File: config.mk
export PLATFORM = sky130hd
export DESIGN_NAME = adaptive_scan_clk
export DESIGN_NICKNAME = d
export VERILOG_FILES = /design/src/rtl/asc_pkg.sv /design/src/rtl/asc_activity_mon.sv /design/src/rtl/asc_rate_select.sv /design/src/rtl/asc_shift_divider.sv /design/src/rtl/adaptive_scan_clk.sv
export SDC_FILE = /design/constraint.sdc
export NUM_CORES = 1
export LEC_CHECK = 0
export BUFFER_PORTS_ARGS = -buffer_cell sky130_fd_sc_hd__buf_2
export CAP_MARGIN = 20
export CORE_UTILIZATION = 40
export CTS_CLUSTER_DIAMETER = 40
export DETAILED_ROUTE_END_ITERATION = 8
export GPL_TIMING_DRIVEN = 0
export PLACE_DENSITY = 0.58
export SLEW_MARGIN = 20
export SYNTH_ARGS = -nofsm -noshare
export SYNTH_HDL_FRONTEND = slang
export SYNTH_SLANG_ARGS = --single-unit
export TNS_END_PERCENT = 20
File: constraint.sdc
create_clock -name clk -period 12.5 [get_ports clk]
set_clock_uncertainty 0.05 [all_clocks]
set_input_delay 1.25 -clock clk [delete_from_list [all_inputs] [get_ports clk]]
set_output_delay 1.25 -clock clk [all_outputs]
set_load 0.005 [all_outputs]
File: src/rtl/asc_pkg.sv
package asc_pkg;
  // Maps a quiet-pair count to a divide ratio: M equal bands over 0..N,
  // lower-inclusive, the quietest band clipped to the last one.
  function automatic int unsigned ratio_from_quiet(int unsigned quiet,
                                                   int unsigned n,
                                                   int unsigned m);
    int unsigned band;
    band = (quiet * m) / n;
    if (band > m - 1) band = m - 1;
    return m - band;
  endfunction
endpackage

File: src/rtl/asc_activity_mon.sv
module asc_activity_mon #(
  parameter int N  = 8,
  parameter int CW = $clog2(N) + 1
) (
  input  logic          clk,
  input  logic          rst_n,
  input  logic          shift_fire,
  input  logic          bit_in,
  output logic [CW-1:0] toggles
);
  logic [N-1:0] mon_q;
  logic [N-1:0] edge_w;

  always_ff @(posedge clk) begin
    if (!rst_n)          mon_q <= '0;
    else if (shift_fire) mon_q <= {mon_q[N-2:0], bit_in};
  end

  assign edge_w[0] = bit_in ^ mon_q[0];
  for (genvar g = 1; g < N; g++) begin : g_pair
    assign edge_w[g] = mon_q[g-1] ^ mon_q[g];
  end

  function automatic logic [CW-1:0] ones(input logic [N-1:0] v);
    logic [CW-1:0] acc;
    acc = '0;
    for (int i = 0; i < N; i++) acc = acc + CW'(v[i]);
    return acc;
  endfunction

  assign toggles = ones(edge_w);

  AST_TOGGLE_BOUND: assert property (@(posedge clk) disable iff (!rst_n)
    toggles <= CW'(N));
endmodule

File: src/rtl/asc_rate_select.sv
module asc_rate_select #(
  parameter int N  = 8,
  parameter int M  = 4,
  parameter int CW = $clog2(N) + 1,
  parameter int RW = $clog2(M + 1)
) (
  input  logic          clk,
  input  logic          rst_n,
  input  logic          scan_enable,
  input  logic          load_start,
  input  logic          shift_fire,
  input  logic [CW-1:0] toggles,
  output logic [RW-1:0] next_ratio
);
  localparam int FW = $clog2(N + 1);

  logic [FW-1:0] fill_q;
  logic          filled;
  int unsigned   quiet_w;

  always_ff @(posedge clk) begin
    if (!rst_n)                         fill_q <= '0;
    else if (!scan_enable || load_start) fill_q <= '0;
    else if (shift_fire && !filled)     fill_q <= fill_q + FW'(1);
  end

  assign filled  = (fill_q == FW'(N));
  assign quiet_w = N - 32'(toggles);

  always_comb begin
    if (filled && !load_start)
      next_ratio = RW'(asc_pkg::ratio_from_quiet(quiet_w, N, M));
    else
      next_ratio = RW'(M);
  end

  AST_FILL_SLOW: assert property (@(posedge clk) disable iff (!rst_n)
    (shift_fire && !filled) |-> next_ratio == RW'(M));
  AST_STROBE_SLOW: assert property (@(posedge clk) disable iff (!rst_n)
    (shift_fire && load_start) |-> next_ratio == RW'(M));
  AST_NEXT_RANGE: assert property (@(posedge clk) disable iff (!rst_n)
    shift_fire |-> (next_ratio >= RW'(1) && next_ratio <= RW'(M)));
endmodule

File: src/rtl/asc_shift_divider.sv
module asc_shift_divider #(
  parameter int M  = 4,
  parameter int RW = $clog2(M + 1)
) (
  input  logic          clk,
  input  logic          rst_n,
  input  logic          scan_enable,
  input  logic [RW-1:0] next_ratio,
  output logic          shift_fire,
  output logic [RW-1:0] ratio_q
);
  logic [RW-1:0] ph_q;

  assign shift_fire = scan_enable && (ph_q == ratio_q - RW'(1));

  always_ff @(posedge clk) begin
    if (!rst_n || !scan_enable) begin
      ph_q    <= '0;
      ratio_q <= RW'(M);
    end else if (shift_fire) begin
      ph_q    <= '0;
      ratio_q <= next_ratio;
    end else begin
      ph_q    <= ph_q + RW'(1);
    end
  end

  AST_IDLE_QUIET: assert property (@(posedge clk) disable iff (!rst_n)
    !scan_enable |-> !shift_fire);
  AST_HOLD_BETWEEN: assert property (@(posedge clk) disable iff (!rst_n)
    (scan_enable && !shift_fire) |=> $stable(ratio_q));
  AST_PULSE_GAP: assert property (@(posedge clk) disable iff (!rst_n)
    shift_fire |=> (!shift_fire || ratio_q == RW'(1)));
  AST_RATIO_RANGE: assert property (@(posedge clk) disable iff (!rst_n)
    ratio_q >= RW'(1) && ratio_q <= RW'(M));
endmodule

File: src/rtl/adaptive_scan_clk.sv
module adaptive_scan_clk #(
  parameter  int N  = 8,
  parameter  int M  = 4,
  localparam int CW = $clog2(N) + 1,
  localparam int RW = $clog2(M + 1)
) (
  input  logic          clk,
  input  logic          rst_n,
  input  logic          scan_enable,
  input  logic          scan_load_start,
  input  logic          scan_bit_copy,
  output logic          shift_pulse,
  output logic [RW-1:0] rate_div,
  output logic [CW-1:0] toggle_cnt
);
  logic          shift_fire;
  logic [CW-1:0] toggles;
  logic [RW-1:0] next_ratio;
  logic [RW-1:0] ratio_q;

  asc_activity_mon #(.N(N), .CW(CW)) u_mon (
    .clk(clk), .rst_n(rst_n), .shift_fire(shift_fire),
    .bit_in(scan_bit_copy), .toggles(toggles));

  asc_rate_select #(.N(N), .M(M), .CW(CW), .RW(RW)) u_sel (
    .clk(clk), .rst_n(rst_n), .scan_enable(scan_enable),
    .load_start(scan_load_start), .shift_fire(shift_fire),
    .toggles(toggles), .next_ratio(next_ratio));

  asc_shift_divider #(.M(M), .RW(RW)) u_div (
    .clk(clk), .rst_n(rst_n), .scan_enable(scan_enable),
    .next_ratio(next_ratio), .shift_fire(shift_fire), .ratio_q(ratio_q));

  assign shift_pulse = shift_fire;
  assign rate_div    = ratio_q;
  assign toggle_cnt  = toggles;

  AST_RESET_SLOW: assert property (@(posedge clk)
    !rst_n |=> (rate_div == RW'(M)));
endmodule

---- Yosys cells after proc, flatten, opt, wreduce, memory -nomap -nowiden ----
Index checks and enable logic that the tools add are counted.
W data, S select, Z words.
operators by class
  $add $sub $neg .......................... 12
  multipliers ............................. 0
  divide/modulo/power cells ............... 0
  order comparisons ....................... 1
  equal/unequal tests ..................... 2
  shift operators ......................... 0
  multiplexer cells ....................... 3
  bitwise gates (word level) .............. 9
  reductions and logical operators ........ 11
operators by type and width
  kind                   number
  $gt A29 B2 Y1 const B  1
  $add A4 B1 Y4          6
  $mux W3                3
  $xor A1 B1 Y1          8
  $sub A4 B4 Y5 const A  1
  $add A4 B1 Y4 const B  1
  $eq A4 B4 Y1 const B   1
  $logic_not A1 Y1       4
  $reduce_or A2 Y1       2
  $add A3 B1 Y3 const B  1
  $eq A3 B3 Y1           1
  $logic_and A1 B1 Y1    3
  $sub A3 B1 Y3 const B  1
  $sub A3 B3 Y3 const A  1
  $add A1 B1 Y2          1
  $logic_or A1 B1 Y1     2
  $not A1 Y1             1
storage, ports and cells
  bits in registers ....................... 18
  bits in latches ......................... 0
  RAM bits ................................ 0
  memory bits (read-only) ................. 0
  input port bits ......................... 5
  output and inout bits ................... 8
  logic and storage cells ................. 42
  memories ................................ 0

---- Logic depth before layout (Yosys ltp) ----
  depth after elaboration ................. 14
  mapped depth ............................ 14
  gate-level depth less buffers ........... 14

---- Modules after synthesis ----
From an unflattened synthesis, not the netlist that was laid out.
second synthesis, totals
  cell total of the unflattened synthesis .. 120
  area total of the unflattened synthesis .. 1199.9 um^2
by module, submodules not included
  module             times used  cells each  area an instance (um^2)  seq. area each (um^2)
  asc_activity_mon   1           51          539.3                    160.2
  asc_rate_select    1           40          345.3                    80.1
  asc_shift_divider  1           29          315.3                    120.1

---- Least setup slack after synthesis ----
OpenSTA, ideal clock, no wires.
  kind .................................... input to output
  start point ............................. input port scan_bit_copy
  end point ............................... output port toggle_cnt[2]
  arrival time ............................ 3.983 ns
  required time ........................... 11.200 ns
  slack ................................... 7.217 ns
  cell stages on the path ................. 8
  path buffers ............................ 0
  cells stage by stage .................... xor2_1 ha_1 fa_1 fa_1 fa_1 fa_1 xnor2_1 inv_1
between the ends
  word-level cells in the longest chain between the ends .. 8
RTL lines
  what                        line                     RTL
  start, declared             adaptive_scan_clk.sv:11  input logic scan_bit_copy,
  $xor A1 B1 Y1               asc_activity_mon.sv:19   assign edge_w[0] = bit_in ^ mon_q[0];
  $add A1 B1 Y2               asc_activity_mon.sv:27   for (int i = 0; i < N; i++) acc = acc + CW'(v[i]);
  $add A4 B1 Y4 (6 in a row)  asc_activity_mon.sv:27
  end, declared               adaptive_scan_clk.sv:14  output logic [CW-1:0] toggle_cnt
No other way between the ends.

---- Worst setup path in the final report ----
Ends and elaborated chain as after synthesis.

==> out/qor.txt <==
Least-Margin Pin Slew: 451.5 ps
hpwl dp: 1.609 mm
cell at the root of the clock tree: sky130_fd_sc_hd__clkbuf_4
Max-slew headroom: 69.69%
antenna violations before repair: 0
Register-to-Register Setup Slack: 8320 ps
worst hold path startpoint: u_div.ratio_q[1]$_SDFFE_PP0P_
number of search-and-repair iterations in the first detailed-routing pass: 3
final estimated routing congestion in global placement: 0.7511
Mapped Area: 0.001105 mm²
MaxCap Viol Count: 0
relative contribution of the clock network to total power: 36.7%
number of instances in the synthesized netlist: 125
setup-violating endpoint count in the final report: 0
Critical Path, Cell by Cell: buf_2 -> xor2_1 -> ha_1 -> fa_1 -> fa_1 -> fa_1 -> fa_1 -> xnor2_1 -> inv_1 -> buf_2
average routed wire per standard cell: 11.94 µm
share of layout cells above drive strength 1: 14.18%
number of global-route vias before repair: 850
Yosys reg bits: 18
clock tree from TritonCTS: yes
unrepaired setup endpoints after global routing: no
delay of the slowest cell on the worst path: 540 ps
Worst R2R Start: u_mon.mon_q[1]$_SDFFE_PN0P_
Peak supply drop: 0.06097 mV
number of nets in the layout: 160
slowest library cell on the worst path: sky130_fd_sc_hd__fa_1
minimum setup slack in the final design: 6874 ps
Area growth, synth to finish: 12.12%
initial drt markers: 6
count of different cell masters after synthesis: 28
post-CTS clock slew at the launch and capture registers of the worst setup and hold paths: 110 ps
net switching power: 23.45 µW
critical path capture point type: output pin
WHS Path Cells: 2
post-DR vias/cell: 5.088
final number of hold-violating endpoints: 0
total global routing track utilization: 16.72%
Core ar.: 0.002545 mm²
highest-count cells in the layout ignoring fill and taps: 21 x sky130_fd_sc_hd__nand2_1, 18 x sky130_fd_sc_hd__dfxtp_1, 14 x sky130_fd_sc_hd__buf_2
clock period minus worst slack: 5626 ps
combinational cell fraction of total power: 6.4%
PostCTS Resize Cnt: 0
total number of yosys warnings: 0
Top-Level Pins: 13
cell repeated most along the worst path: sky130_fd_sc_hd__fa_1
proportion of synthesized chip area in sequential cells: 32.62%
die height: 54.56 µm
number of diodes: 0
share of async-settable or async-resettable flops after synthesis: 0%
endpoint of the worst hold-timing path: u_div.ratio_q[1]$_SDFFE_PP0P_
Hold Buf Count CTS: 0
Starting Density: 43.41%
Critical Path Stages: 10
period utilization: 45.01%
Via Count: 870
Avg Synthesized Cell Area: 8.838 µm²
FILL cells: 263
clock latency reported for the late side of the worst-skew pair: 300 ps
total negative slack for setup checks: 0 ps
sequential power share: 56.9%
leading cell type in the layout, fill and taps excluded: sky130_fd_sc_hd__nand2_1
number of H-tree branching levels: 1
post-route ant nets: 0
run status: complete, no violations
static leakage power: 0.0005696 µW
Setup WS pre-CTS: 6853 ps
number of buffer cells added on primary ports: 12
Die Wd: 54.56 µm
number of enable-type register cells in the synthesized netlist: 0
path type of the worst setup path: input pin to output pin
Pins Over Slew Limit: 0
net switching share of the total power: 23.02%
worst-path maximum fanout: 6
cell internal pwr: 78.41 µW
post-route DRC violation count: 0
cell row count: 18
total die area: 0.002976 mm²
terminus of the critical flop-to-flop path: u_div.ratio_q[2]$_SDFFE_PP1P_
number of buffers on the longest clock path: 2
Arr. time, crit path: 4330 ps
count of buffers added by post-CTS timing repair for setup: 0
Mapped Nets: 143
Worst setup SP type: input pin
Worst Reg2Reg Path Length in Cells: 14
final global-route overflow total: 0
power density over the cells: 82.23 mW/mm²
Sink Count: 18
most used flip-flop cell after synthesis: sky130_fd_sc_hd__dfxtp_1
Buf+Inv Stages, Crit Path: 3
Crit path required time: 11200 ps
wire length of the first global-routing pass: 3.525 mm
pin count of the biggest net entering global routing: 11
Fmax: 177.7 MHz
Total Routed Length: 2.042 mm
path class of the lowest-slack min-delay path: register to register
category of cells accounting for the largest share of critical-path delay: adder cells
total power of the final layout: 101.9 µW
Inserted Clock Buffers: 3
[sequential cells by signal (all words and copies together), names as in the netlist]
name,cells
u_div.ph_q,3
u_div.ratio_q,3
u_mon.mon_q,8
u_sel.fill_q,4
[metal layers]
metal / share of wire (%) / up-vias / wire (µm) / global-route usage, %
met2: 47 / 8 / 958 / 28.25
met4: 2.4 / 0 / 49 / 10.26
met1: 49 / 401 / 1001 / 19.70
met5: 0 / - / 0 / 0
met3: 1.6 / 5 / 32 / 2.500
li1: - / 456 / - / -
[cell usage after synthesis (4+ instances only)]
| library cell | number | area (µm²) |
|---|---|---|
| sky130_fd_sc_hd__ha_1 | 9 | 112.6 |
| sky130_fd_sc_hd__fa_1 | 4 | 80.08 |
| sky130_fd_sc_hd__nand2_1 | 21 | 78.83 |
| sky130_fd_sc_hd__xor2_1 | 10 | 87.58 |
| sky130_fd_sc_hd__nand3_1 | 4 | 20.02 |
| sky130_fd_sc_hd__a21boi_0 | 8 | 60.06 |
| sky130_fd_sc_hd__a21oi_1 | 6 | 30.03 |
| sky130_fd_sc_hd__dfxtp_1 | 18 | 360.4 |
| sky130_fd_sc_hd__nor2_1 | 7 | 26.28 |
| sky130_fd_sc_hd__inv_1 | 9 | 33.78 |
| sky130_fd_sc_hd__o21ai_0 | 6 | 30.03 |
[worst register-to-register path: cells and delay by family, from the launching register on]
kind                       cells  cell delay (ps)
adders and majority gates      7             2750
xor gates and xnor gates       1              170
buffers and inverters          1               50
DFF                            1              420
and+or+nand+nor                2              320
AOI/OAI and AO/OA              3              300
[power groups by stage]
stage / combinational [µW] / clock (µW) / sequential, µW
after global placement: 6.39 / 0 / 59.3
after global routing: 7.52 / 41.1 / 58.1
after floorplan: 4.31 / 0 / 59.2
final: 6.47 / 37.4 / 58.0
after CTS: 6.56 / 38.7 / 58.0
after detailed placement: 6.52 / 0 / 59.3
[worst max-delay path by stage]
stage	startpoint	end	slack, ps
floorplan	scan_bit_copy	toggle_cnt[2]	7220
global placement	scan_bit_copy	toggle_cnt[2]	6890
detailed placement	scan_bit_copy	toggle_cnt[2]	6850
CTS	scan_bit_copy	toggle_cnt[2]	6850
global route	scan_bit_copy	toggle_cnt[2]	6680
finish	scan_bit_copy	toggle_cnt[2]	6870
[cells by family after synthesis]
group / share of synthesized area [%]
flip-flops: 32.62
AND/OR/NAND/NOR: 20.16
XOR/XNOR: 11.55
buffers and inverters: 4.983
AO/OA/AOI/OAI: 13.25
adder cells (fa/ha/maj): 17.44
[through the flow]
step           cells  utilization (%)  cell area, µm²  hold slack (ps)
2_1_floorplan    125                -            1105            378.1
3_3_place_gp     167            47.25            1202            398.2
3_5_place_dp     167            47.25            1202            418.0
4_1_cts          171            48.67            1239            438.9
5_1_grt          171            48.67            1239            455.8
6_report         171            48.67            1239            436.6
[cell type report]
class | count | area (µm²) | share of cell area, %
multi-input combinational | 95 | 689.4 | 55.66
buffer | 3 | 21.27 | 1.717
inverter | 9 | 33.78 | 2.727
sequential | 18 | 360.3 | 29.09
timing repair buffer | 12 | 60.06 | 4.848
clock buffer | 4 | 36.28 | 2.929
tap | 30 | 37.54 | 3.030
(Power assumes the default switching activity.)
